$ cat src/rtl/pll_loop_pkg.sv
package pll_loop_pkg;

    typedef enum logic [1:0] {
        PD_IDLE = 2'd0,
        PD_UP   = 2'd1,
        PD_DN   = 2'd2,
        PD_CLR  = 2'd3
    } pfd_state_e;

    typedef enum logic {
        DV_LOAD = 1'b0,
        DV_RUN  = 1'b1
    } div_state_e;

endpackage

$ cat src/rtl/pll_div_ctr.sv
module pll_div_ctr
    import pll_loop_pkg::*;
#(
    parameter int CODE_W = 13
) (
    input  logic              clk,
    input  logic              rst_n,
    input  logic              restart,
    input  logic              tick,
    input  logic [CODE_W-1:0] code_in,
    output logic              div_evt
);

    div_state_e        st, st_n;
    logic [CODE_W-1:0] cnt, cnt_n;
    logic [CODE_W-1:0] code_q, code_n;
    logic              evt_n;
    logic              term;

    assign term = (cnt == code_q);

    always_comb begin
        st_n   = st;
        cnt_n  = cnt;
        code_n = code_q;
        evt_n  = 1'b0;
        if (restart) begin
            st_n  = DV_LOAD;
            cnt_n = '0;
        end else begin
            unique case (st)
                DV_LOAD: begin
                    code_n = code_in;
                    cnt_n  = '0;
                    st_n   = DV_RUN;
                end
                DV_RUN: begin
                    if (tick) begin
                        if (term) begin
                            cnt_n  = '0;
                            code_n = code_in;
                            evt_n  = 1'b1;
                        end else begin
                            cnt_n = cnt + 1'b1;
                        end
                    end
                end
            endcase
        end
    end

    always_ff @(posedge clk or negedge rst_n) begin
        if (!rst_n) begin
            st      <= DV_LOAD;
            cnt     <= '0;
            code_q  <= '0;
            div_evt <= 1'b0;
        end else begin
            st      <= st_n;
            cnt     <= cnt_n;
            code_q  <= code_n;
            div_evt <= evt_n;
        end
    end


    cnt_bound_chk: assert property (@(posedge clk) disable iff (!rst_n)
        (st == DV_RUN) |-> (cnt <= code_q));


    code_hold_chk: assert property (@(posedge clk) disable iff (!rst_n)
        (st == DV_RUN && !restart && !(tick && term)) |=> $stable(code_q));

endmodule

$ cat src/rtl/pll_pfd.sv
module pll_pfd
    import pll_loop_pkg::*;
(
    input  logic clk,
    input  logic rst_n,
    input  logic clear,
    input  logic ref_evt,
    input  logic fb_evt,
    output logic up,
    output logic dn
);

    pfd_state_e st, st_n;

    always_comb begin
        st_n = st;
        if (clear) begin
            st_n = PD_IDLE;
        end else begin
            unique case (st)
                PD_IDLE: begin
                    if (ref_evt && fb_evt) st_n = PD_CLR;
                    else if (ref_evt)      st_n = PD_UP;
                    else if (fb_evt)       st_n = PD_DN;
                end
                PD_UP: begin
                    if (fb_evt) st_n = PD_CLR;
                end
                PD_DN: begin
                    if (ref_evt) st_n = PD_CLR;
                end
                PD_CLR: begin
                    if (ref_evt && !fb_evt)      st_n = PD_UP;
                    else if (fb_evt && !ref_evt) st_n = PD_DN;
                    else                         st_n = PD_IDLE;
                end
            endcase
        end
    end

    always_ff @(posedge clk or negedge rst_n) begin
        if (!rst_n) st <= PD_IDLE;
        else        st <= st_n;
    end

    always_comb begin
        up = (st == PD_UP) || (st == PD_CLR);
        dn = (st == PD_DN) || (st == PD_CLR);
    end


    overlap_chk: assert property (@(posedge clk) disable iff (!rst_n)
        (up && dn) |=> !(up && dn));


    clear_chk: assert property (@(posedge clk) disable iff (!rst_n)
        clear |=> (!up && !dn));

endmodule

$ cat src/rtl/pll_loop_core.sv
module pll_loop_core
    import pll_loop_pkg::*;
#(
    parameter int CODE_W = 13
) (
    input  logic              clk,
    input  logic              rst_n,
    input  logic              band_fm,
    input  logic              am_tick,
    input  logic              fm_tick,
    input  logic              ref_am_tick,
    input  logic              ref_fm_tick,
    input  logic [CODE_W-1:0] div_code,
    input  logic              pump_en,
    output logic              pump_up,
    output logic              pump_dn,
    output logic              pump_hiz,
    output logic              div_pulse
);

    logic band_q;
    logic band_chg;
    logic tick_sel;
    logic ref_evt;
    logic div_evt;
    logic pfd_up;
    logic pfd_dn;

    assign band_chg = band_fm ^ band_q;
    assign tick_sel = band_fm ? fm_tick : am_tick;

    always_ff @(posedge clk or negedge rst_n) begin
        if (!rst_n) begin
            band_q  <= 1'b0;
            ref_evt <= 1'b0;
        end else begin
            band_q  <= band_fm;
            ref_evt <= band_chg ? 1'b0 : (band_fm ? ref_fm_tick : ref_am_tick);
        end
    end

    pll_div_ctr #(.CODE_W(CODE_W)) u_div (
        .clk     (clk),
        .rst_n   (rst_n),
        .restart (band_chg),
        .tick    (tick_sel),
        .code_in (div_code),
        .div_evt (div_evt)
    );

    pll_pfd u_pfd (
        .clk     (clk),
        .rst_n   (rst_n),
        .clear   (band_chg),
        .ref_evt (ref_evt),
        .fb_evt  (div_evt),
        .up      (pfd_up),
        .dn      (pfd_dn)
    );

    assign pump_up   = pump_en & pfd_up;
    assign pump_dn   = pump_en & pfd_dn;
    assign pump_hiz  = ~pump_en;
    assign div_pulse = div_evt;


    hiz_chk: assert property (@(posedge clk) disable iff (!rst_n)
        !pump_en |-> (pump_hiz && !pump_up && !pump_dn));

endmodule

$ cat config.mk
export PLATFORM = sky130hd
export DESIGN_NAME = pll_loop_core
export DESIGN_NICKNAME = d
export VERILOG_FILES = /design/src/rtl/pll_loop_pkg.sv /design/src/rtl/pll_div_ctr.sv /design/src/rtl/pll_pfd.sv /design/src/rtl/pll_loop_core.sv
export SDC_FILE = /design/constraint.sdc
export NUM_CORES = 1
export LEC_CHECK = 0
export ABC_AREA = 1
export BUFFER_PORTS_ARGS = -buffer_cell sky130_fd_sc_hd__buf_4
export CORE_MARGIN = 5
export CORE_UTILIZATION = 64
export CTS_BUF_LIST = sky130_fd_sc_hd__clkbuf_8
export CTS_CLUSTER_SIZE = 8
export DETAILED_ROUTE_END_ITERATION = 12
export GPL_TIMING_DRIVEN = 0
export PLACE_DENSITY = 0.85
export SLEW_MARGIN = 5
export SYNTH_ARGS = -nofsm -noshare
export SYNTH_HDL_FRONTEND = slang
export SYNTH_SLANG_ARGS = --single-unit
export TNS_END_PERCENT = 10
$ cat constraint.sdc
create_clock -name clk -period 3.8 [get_ports clk]
set_clock_uncertainty 0.2 [all_clocks]
set_input_delay 0 -clock clk [delete_from_list [all_inputs] [get_ports clk]]
set_output_delay 0 -clock clk [all_outputs]
set_load 0.05 [all_outputs]
# After elaboration in Yosys (flattened, before gate mapping)
# Cells that the tools add are included.
# totals
elab_cells	58
in_bits	21
register_bits	32
# op_classes
addsub	1
eq_ne	10
reduce_logical	10
bitwise	6
n_mux	24
# ops
cell	n
$mux 13	5
$pmux 13 s2	2
$mux 2	8
$add 13x1->13 const B	1
$eq 13x13->1	1
$ne 3x3->1 const B	3
$mux 1	8
$pmux 2 s4	1
$reduce_and 3->1	2
$ne 5x4->1 const B	1
$eq 2x2->1 const B	2
$ne 2x2->1 const B	2
$logic_and 1x1->1	3
$not 1->1	3
$and 1x1->1	2
$eq 2x1->1 const B	1
$logic_not 1->1	2
$logic_not 2->1	1
$logic_or 1x1->1	2
$xor 1x1->1	1

# Longest topological paths before layout
# Gate-level depths: netlist (run 1).
# depth
word_depth	6
ltp_mapped	13

# Hierarchy
# A second synthesis (run 1) with hierarchy kept.
# unflattened
hier_cells	274
area_unflattened_um2	1915.6
# modules_own_cells
mod	area_each_um2	cells_per_inst	instances	seq_area_each_um2
pll_div_ctr	1539.0	213	1	700.7
pll_pfd	264.0	44	1	50.0
pll_loop_core	112.6	17	1	50.0

# Worst setup path after synthesis (run 1)
# Ideal clock, no wire load.
# synth_timing
path_type	reg2out
start	reg u_pfd.st[1]
end	out pump_up
stages_incl_launch_ff	5
t_arrival_ns	1.413
t_required_ns	3.600
setup_slack_ns	2.187
cell_sequence	dfrtp_1 -> inv_1 -> ha_1 -> inv_1 -> a21oi_1
# synth_via
elab_chain_cells	3
word_cells_on_any_way	4
classes_between	eq/ne: 2; bitwise: 1; reduce/logical: 1
# synth_rtl
element	line	text
start: declaration	pll_pfd.sv:13	pfd_state_e st, st_n;
start signal: assignment	pll_pfd.sv:43	else st <= st_n;
$eq 2x1->1 / $eq 2x2->1 (equally long branches)	pll_pfd.sv:47	up = (st == PD_UP) || (st == PD_CLR);
$logic_or 1x1->1 *	pll_pfd.sv:47	
$and 1x1->1 *	pll_loop_core.sv:61	assign pump_up = pump_en & pfd_up;
end: declaration	pll_loop_core.sv:15	output logic pump_up,
# Every way passes the cells marked *; elsewhere a longest branch is shown, timed or not.

# Worst setup path in the final report (run 1)
# layout_timing
start	in band_fm
end	reg u_div.cnt[5]
# layout_via
elab_chain_cells	2
word_cells_on_any_way	4
classes_between	eq/ne: 1; mux: 2; bitwise: 1
# layout_rtl
element	line	text
start: declaration	pll_loop_core.sv:8	input logic band_fm,
$xor 1x1->1 / $mux 1 (equally long branches)	pll_loop_core.sv:29, pll_loop_core.sv:30	
$ne 3x3->1 (no line) / $mux 13 (equally long branches)	--	
end signal: assignment	pll_div_ctr.sv:60	cnt <= cnt_n;
end: declaration	pll_div_ctr.sv:15	logic [CODE_W-1:0] cnt, cnt_n;
# Several ways; a longest one is shown, not always the timed one.
# A chain may end at the register's enable or synchronous reset.

==> results.md, run 1 <==
- Cell taking the most area after synthesis: dfrtp_1
- GPL Wtd Cong: 0.960
- CTS tree: yes
- Fin crit share: 0.588
- RSZ-0062 raised after global routing: no
- Grt total ovfl: 0
- Multi-input logic area: 910 um^2
- Antenna diodes: 0
- Hold WS: 0.107 ns
- Post-detail-place hpwl: 2.94 mm
- Die width: 64.5 um
- CTS Sinks: 32
- Slew headroom: 0.794
- Worst path buffer plus inverter count: 6
- Clock slew at reported path FFs: 0.06 ns
- Reg area: 801 um^2
- Area Growth Syn to Fin: 28.1%
- Delay-heaviest family, CP: buffers and inverters
- Cts repair resizes: 0
- Sequential cell area fraction in the yosys report: 0.421
- Die Ht: 64.5 um
- Share of cells above drive strength 1: 0.148
- Synth Net Count: 292
- Most frequent cell after synthesis: nand2_1
- CTS Buf Count: 5
- Synth Area per Inst: 7.18 um^2
- Top cells by count, synth: 93 x nand2_1, 38 x inv_1, 32 x dfrtp_1
- Final setup vio count: 0
- Starting Density: 0.678
- Post-CTS setup buffers: 0
- First-pass GRT wire length: 8.36 mm
- Crit path kind: in2reg
- Antenna violations before repair: 0
- Critical Path End Type: register
- Status: complete, no violations
- DR pass1 iterations: 4
- Core area: 2810 um^2
- Hold Fails Final Rpt: 0
- I/O pin cnt: 25
- Syn Inst Count: 265
- Number of port buffers: 24
- Largest net degree at the start of global routing: 33
- Post-route insts no fill: 348
- Post-layout min period: 2.24 ns
- Clock Tree Buf Depth: 2
- WP data arrival: 2.22 ns
- Slowest cell on crit path: dlygate4sd3_1
- Synthesized area: 1900 um^2
- Antenna viol nets, final: 0
- Starting DRT DRC Count: 136
- Synth warn: 0
- Ranking of synthesized cells by area: dfrtp_1 42%, nand2_1 18%, inv_1 7.5%, nand3_1 6.3%, ha_1 3.9%
- Ys async rst share: 1.00
- Least-Margin Pin Slew: 0.307 ns
- Overall routed net length: 4.76 mm
- # DRC: 0
- Setup TNS: 0 ns
- Fill cell count: 158
- Post-synth top area share: 0.421
- Placed insts: 320
- Power Density: 435 nW/um^2
- EDFF count, synth: 0
- Number of global-route vias before repair: 1846
- CP most frequent cell: nand2_1
- Crit-path max cell delay: 0.56 ns
- Hold Path Class: in2out
- H-tree levels: 2
- Clock Root Buffer: clkbuf_8
- Skew-Pair Late Insertion Delay: 0.29 ns
- FMAX: 447 MHz
- Fin. max-slew vios: 0
- Critical-path cell list: dlygate4sd3_1 > buf_4 > inv_1 > nand2_1 > nand2_1 > dlygate4sd3_1 > inv_1 > nand2_2 > inv_2 > nor3_1 > nand2_1 > nand2_1 > nor2_1
- Startpoint types: input port
- Most used DFF post-synth: dfrtp_1
- Leakage: 1.26 nW
- Max cap viols: 0
- Number of synthesized register bits: 32
- GRT Total Usage: 0.262
- Vias: 1829
- Worst path required time: 3.78 ns
- Via-to-Cell Ratio: 5.26
- Hold-fix buffers, CTS: 21
- FP Rows: 19
- WL/cell: 13.7 um
- VDD IR max: 0.384 mV
- Count of different cell masters after synthesis: 27
- Final-stage net count: 344
- Die area: 4160 um^2
- Max FO, Critical Path: 6
## worst min-delay path, delay by kind of cell
| kind | cells | cell delay [ns] |
|---|---|---|
| buffers and inverters | 3 | 0.31 |
## power by group
group	leakage (nW)	internal [W]	switching (W)
clock network	0.0503	0.000161	0.000123
registers	0.417	0.000393	0.0000459
logic	0.793	0.000136	0.000202
## state kept, by name, summed over array words and instances, names as in the netlist
name,flops
band_q,1
u_pfd.st,2
u_div.st,1
u_div.cnt,13
ref_evt,1
u_div.div_evt,1
u_div.code_q,13
## worst paths after layout
path / start / slack, ns / cells after the start / endpoint
setup / recovery: band_fm / 1.56 / 13 / u_div.cnt[5]
hold / removal: pump_en / 0.11 / 3 / pump_hiz
setup reg to reg: u_div.cnt[0] / 1.84 / 9 / u_div.cnt[10]
hold reg to reg: u_div.code_q[6] / 0.30 / 2 / u_div.code_q[6]
max in group asynchronous: rst_n / 2.64 / 4 / u_div.cnt[1]
min in group asynchronous: rst_n / 0.59 / 4 / u_div.cnt[9]
## per-stage QoR
step | power, W | utilization | instance area [um^2] | worst slack, ns
CTS | 0.00105 | 0.869 | 2440 | 1.64
detailed placement | 0.000749 | 0.756 | 2120 | 1.98
floorplan | 0.000664 | - | 1900 | 2.19
finish | 0.00106 | 0.869 | 2440 | 1.56
global placement | 0.000739 | 0.756 | 2120 | 1.98
global route | 0.00114 | 0.869 | 2440 | 1.43
## per-layer routing
metal	up-vias	GRT usage	wire, um
met5	-	0	0
met4	0	0.100	113
met3	13	0.0656	357
met2	82	0.446	2290
met1	814	0.322	2000
li1	920	-	-
## area by class of cell
type                    instances  share of cell area
inverters                      41              0.0631
plain buffers                   5              0.0159
repair buffers                 45               0.164
multi-input cells             187               0.373
clock buffers                   7              0.0395
well taps                      31              0.0159
flip-flops and latches         32               0.328
## cell usage in the layout, fill, tap and decap left out, types with 2 or more instances in the layout
| cell | n |
|---|---|
| a21oi_1 | 7 |
| buf_4 | 27 |
| clkbuf_8 | 7 |
| dfrtp_1 | 32 |
| dlygate4sd3_1 | 20 |
| ha_1 | 6 |
| inv_1 | 38 |
| inv_2 | 3 |
| nand2_1 | 93 |
| nand2_2 | 3 |
| nand2_4 | 2 |
| nand3_1 | 24 |
| nand4_1 | 2 |
| nor2_1 | 19 |
| nor2_2 | 2 |
| nor3_1 | 4 |
| o21ai_0 | 6 |
| o22ai_1 | 4 |
| xnor2_1 | 4 |
| xor2_1 | 4 |
## logic make-up after synthesis
| logic type | count (synthesis) | share of synthesized area |
|---|---|---|
| buffers and inverters | 46 | 0.101 |
| flip-flops | 32 | 0.421 |
| adder cells (fa/ha/maj) | 6 | 0.0394 |
| XOR/XNOR | 8 | 0.0368 |
| AND/OR/NAND/NOR | 151 | 0.336 |
| AO/OA/AOI/OAI | 22 | 0.0657 |
Note: power is estimated with default switching activity, not from simulation.
==> run 2: changes to the inputs <==
--- a/config.mk
+++ b/config.mk
@@ -8,12 +8,12 @@
 export ABC_AREA = 1
 export BUFFER_PORTS_ARGS = -buffer_cell sky130_fd_sc_hd__buf_4
 export CORE_MARGIN = 5
-export CORE_UTILIZATION = 64
+export CORE_UTILIZATION = 59
 export CTS_BUF_LIST = sky130_fd_sc_hd__clkbuf_8
 export CTS_CLUSTER_SIZE = 8
 export DETAILED_ROUTE_END_ITERATION = 12
 export GPL_TIMING_DRIVEN = 0
-export PLACE_DENSITY = 0.85
+export PLACE_DENSITY = 0.79
 export SLEW_MARGIN = 5
 export SYNTH_ARGS = -nofsm -noshare
 export SYNTH_HDL_FRONTEND = slang
==> constraint.sdc (replaced) <==
create_clock -name clk -period 2.3 [get_ports clk]
set_clock_uncertainty 0.2 [all_clocks]
set_input_delay 0 -clock clk [delete_from_list [all_inputs] [get_ports clk]]
set_output_delay 0 -clock clk [all_outputs]
set_load 0.05 [all_outputs]
==> results.md, run 2 (same netlist as run 1, synthesis figures left out) <==
- GPL Wtd Cong: 0.871
- Hold WS: 0.107 ns
- Largest net degree at the start of global routing: 33
- CTS Sinks: 32
- Die width: 66.8 um
- Fin. max-slew vios: 0
- DR pass1 iterations: 4
- Share of cells above drive strength 1: 0.148
- Worst reg2reg endpoint: u_div.cnt[10]
- Post-layout min period: 2.10 ns
- Status: complete, no violations
- Commonest non-fill, non-tap cell in the layout: nand2_1
- Worst path required time: 2.29 ns
- FF-to-FF path depth: 9
- Least-Margin Pin Slew: 0.302 ns
- Worst path buffer plus inverter count: 6
- VDD IR max: 0.531 mV
- Antenna diodes: 0
- Clock slew at reported path FFs: 0.06 ns
- Critical-path cell list: dlygate4sd3_1 > buf_4 > inv_1 > nand2_1 > nand2_1 > dlygate4sd3_1 > inv_1 > nand2_2 > inv_2 > nor3_2 > nand2_1 > nand2_1 > nor2_1
- Final setup vio count: 0
- Skew-Pair Late Insertion Delay: 0.29 ns
- Hold_sp: pump_en
- Core area: 3080 um^2
- Leakage: 1.26 nW
- R2R Path Start: u_div.cnt[1]
- H-tree levels: 2
- CTS tree: yes
- Clock Tree Buf Depth: 2
- Slew headroom: 0.799
- Setup TNS: 0 ns
- Crit-path max cell delay: 0.55 ns
- First-pass GRT wire length: 7.29 mm
- I/O pin cnt: 25
- WL/cell: 11.7 um
- Delay-heaviest family, CP: buffers and inverters
- Starting Density: 0.618
- Vias: 1789
- CTS Buf Count: 5
- Critical Path End Type: register
- FMAX: 477 MHz
- Via-to-Cell Ratio: 4.94
- WP data arrival: 2.08 ns
- CP most frequent cell: nand2_1
- Hold Path Class: in2out
- Hold Fails Final Rpt: 0
- Antenna viol nets, final: 0
- Final instance area: 2450 um^2
- Grt total ovfl: 0
- R2R Setup Slk: 0.38 ns
- Overall routed net length: 4.24 mm
- Total power: 0.00171 W
- Number of global-route vias before repair: 1654
- Number of port buffers: 24
- Hold EP: pump_hiz
- Starting DRT DRC Count: 82
- Die area: 4460 um^2
- Hold Path Depth: 3
- Area Growth Syn to Fin: 28.9%
- Fill cell count: 233
- Post-layout util: 0.797
- Power Density: 695 nW/um^2
- Die Ht: 66.8 um
- Area after DPL: 2140 um^2
- FP Rows: 20
- Max cap viols: 0
- Final-stage net count: 344
- Post-detail-place hpwl: 2.94 mm
- Startpoint types: input port
- # DRC: 0
- Max FO, Critical Path: 6
- Most frequent cells in the layout: 93 x nand2_1, 40 x inv_1, 32 x dfrtp_1
- Clock Root Buffer: clkbuf_8
- Antenna violations before repair: 0
- Largest registers: u_div.cnt x13, u_div.code_q x13, u_pfd.st x2
- RSZ-0062 raised after global routing: no
- Slowest cell on crit path: dlygate4sd3_1
- Fin crit share: 0.911
- GRT Total Usage: 0.220
- Crit path kind: in2reg
run 2: metal layers:
metal	part of all wire	GRT usage	vias to the layer above
met4	0.011	0.0660	0
met5	0	0	-
met3	0.042	0.0725	7
li1	-	-	933
met2	0.48	0.359	26
met1	0.47	0.275	823
run 2: final cells by class:
class                           count  area, um^2  area share
Sequential cell                    32         801       0.326
Clock inverter                      2        7.51     0.00306
Tap cell                           44        55.1      0.0224
Inverter                           41         154      0.0627
Multi-Input combinational cell    187         915       0.373
Timing Repair Buffer               45         400       0.163
Clock buffer                        6        82.6      0.0337
Buffer                              5        38.8      0.0158
run 2: worst max path at each step:
stage,startpoint,endpoint,slack (ns),cells after the start
final,band_fm,u_div.cnt[5],0.20,13
after detailed placement,u_div.cnt[1],u_div.cnt[10],0.43,9
after floorplan,u_pfd.st[1],pump_up,0.69,4
after CTS,band_fm,u_div.cnt[5],0.14,13
after global routing,band_fm,u_div.cnt[5],0.07,13
after global placement,u_div.cnt[1],u_div.cnt[10],0.49,9
run 2: where the power goes:
group | switching [W] | internal [W]
registers | 0.0000728 | 0.000650
logic | 0.000319 | 0.000226
clock network | 0.000204 | 0.000235
total | 0.000596 | 0.00111
run 2: stage by stage:
stage / cells / worst slack [ns]
2_1_floorplan: 265 / 0.687
3_3_place_gp: 333 / 0.488
3_5_place_dp: 333 / 0.430
4_1_cts: 362 / 0.144
5_1_grt: 362 / 0.0719
6_report: 362 / 0.205
run 2: worst register-to-register path, stage by stage, from the launching register on:
cell and delay, ns:
dfrtp_1 0.40, ha_1 0.21, nand3_1 0.11, nor2_1 0.18, nand2_1 0.07, nor2_1 0.21
nand3_1 0.12, nand2_1 0.08, nand2_1 0.05, o21ai_0 0.19
run 2: timing repair:
item	CTS	global route
endpoints found under the hold margin	49	0
hold buffers	21	0
setup buffers	0	0
resized for setup	0	1
setup endpoints to repair	0	1
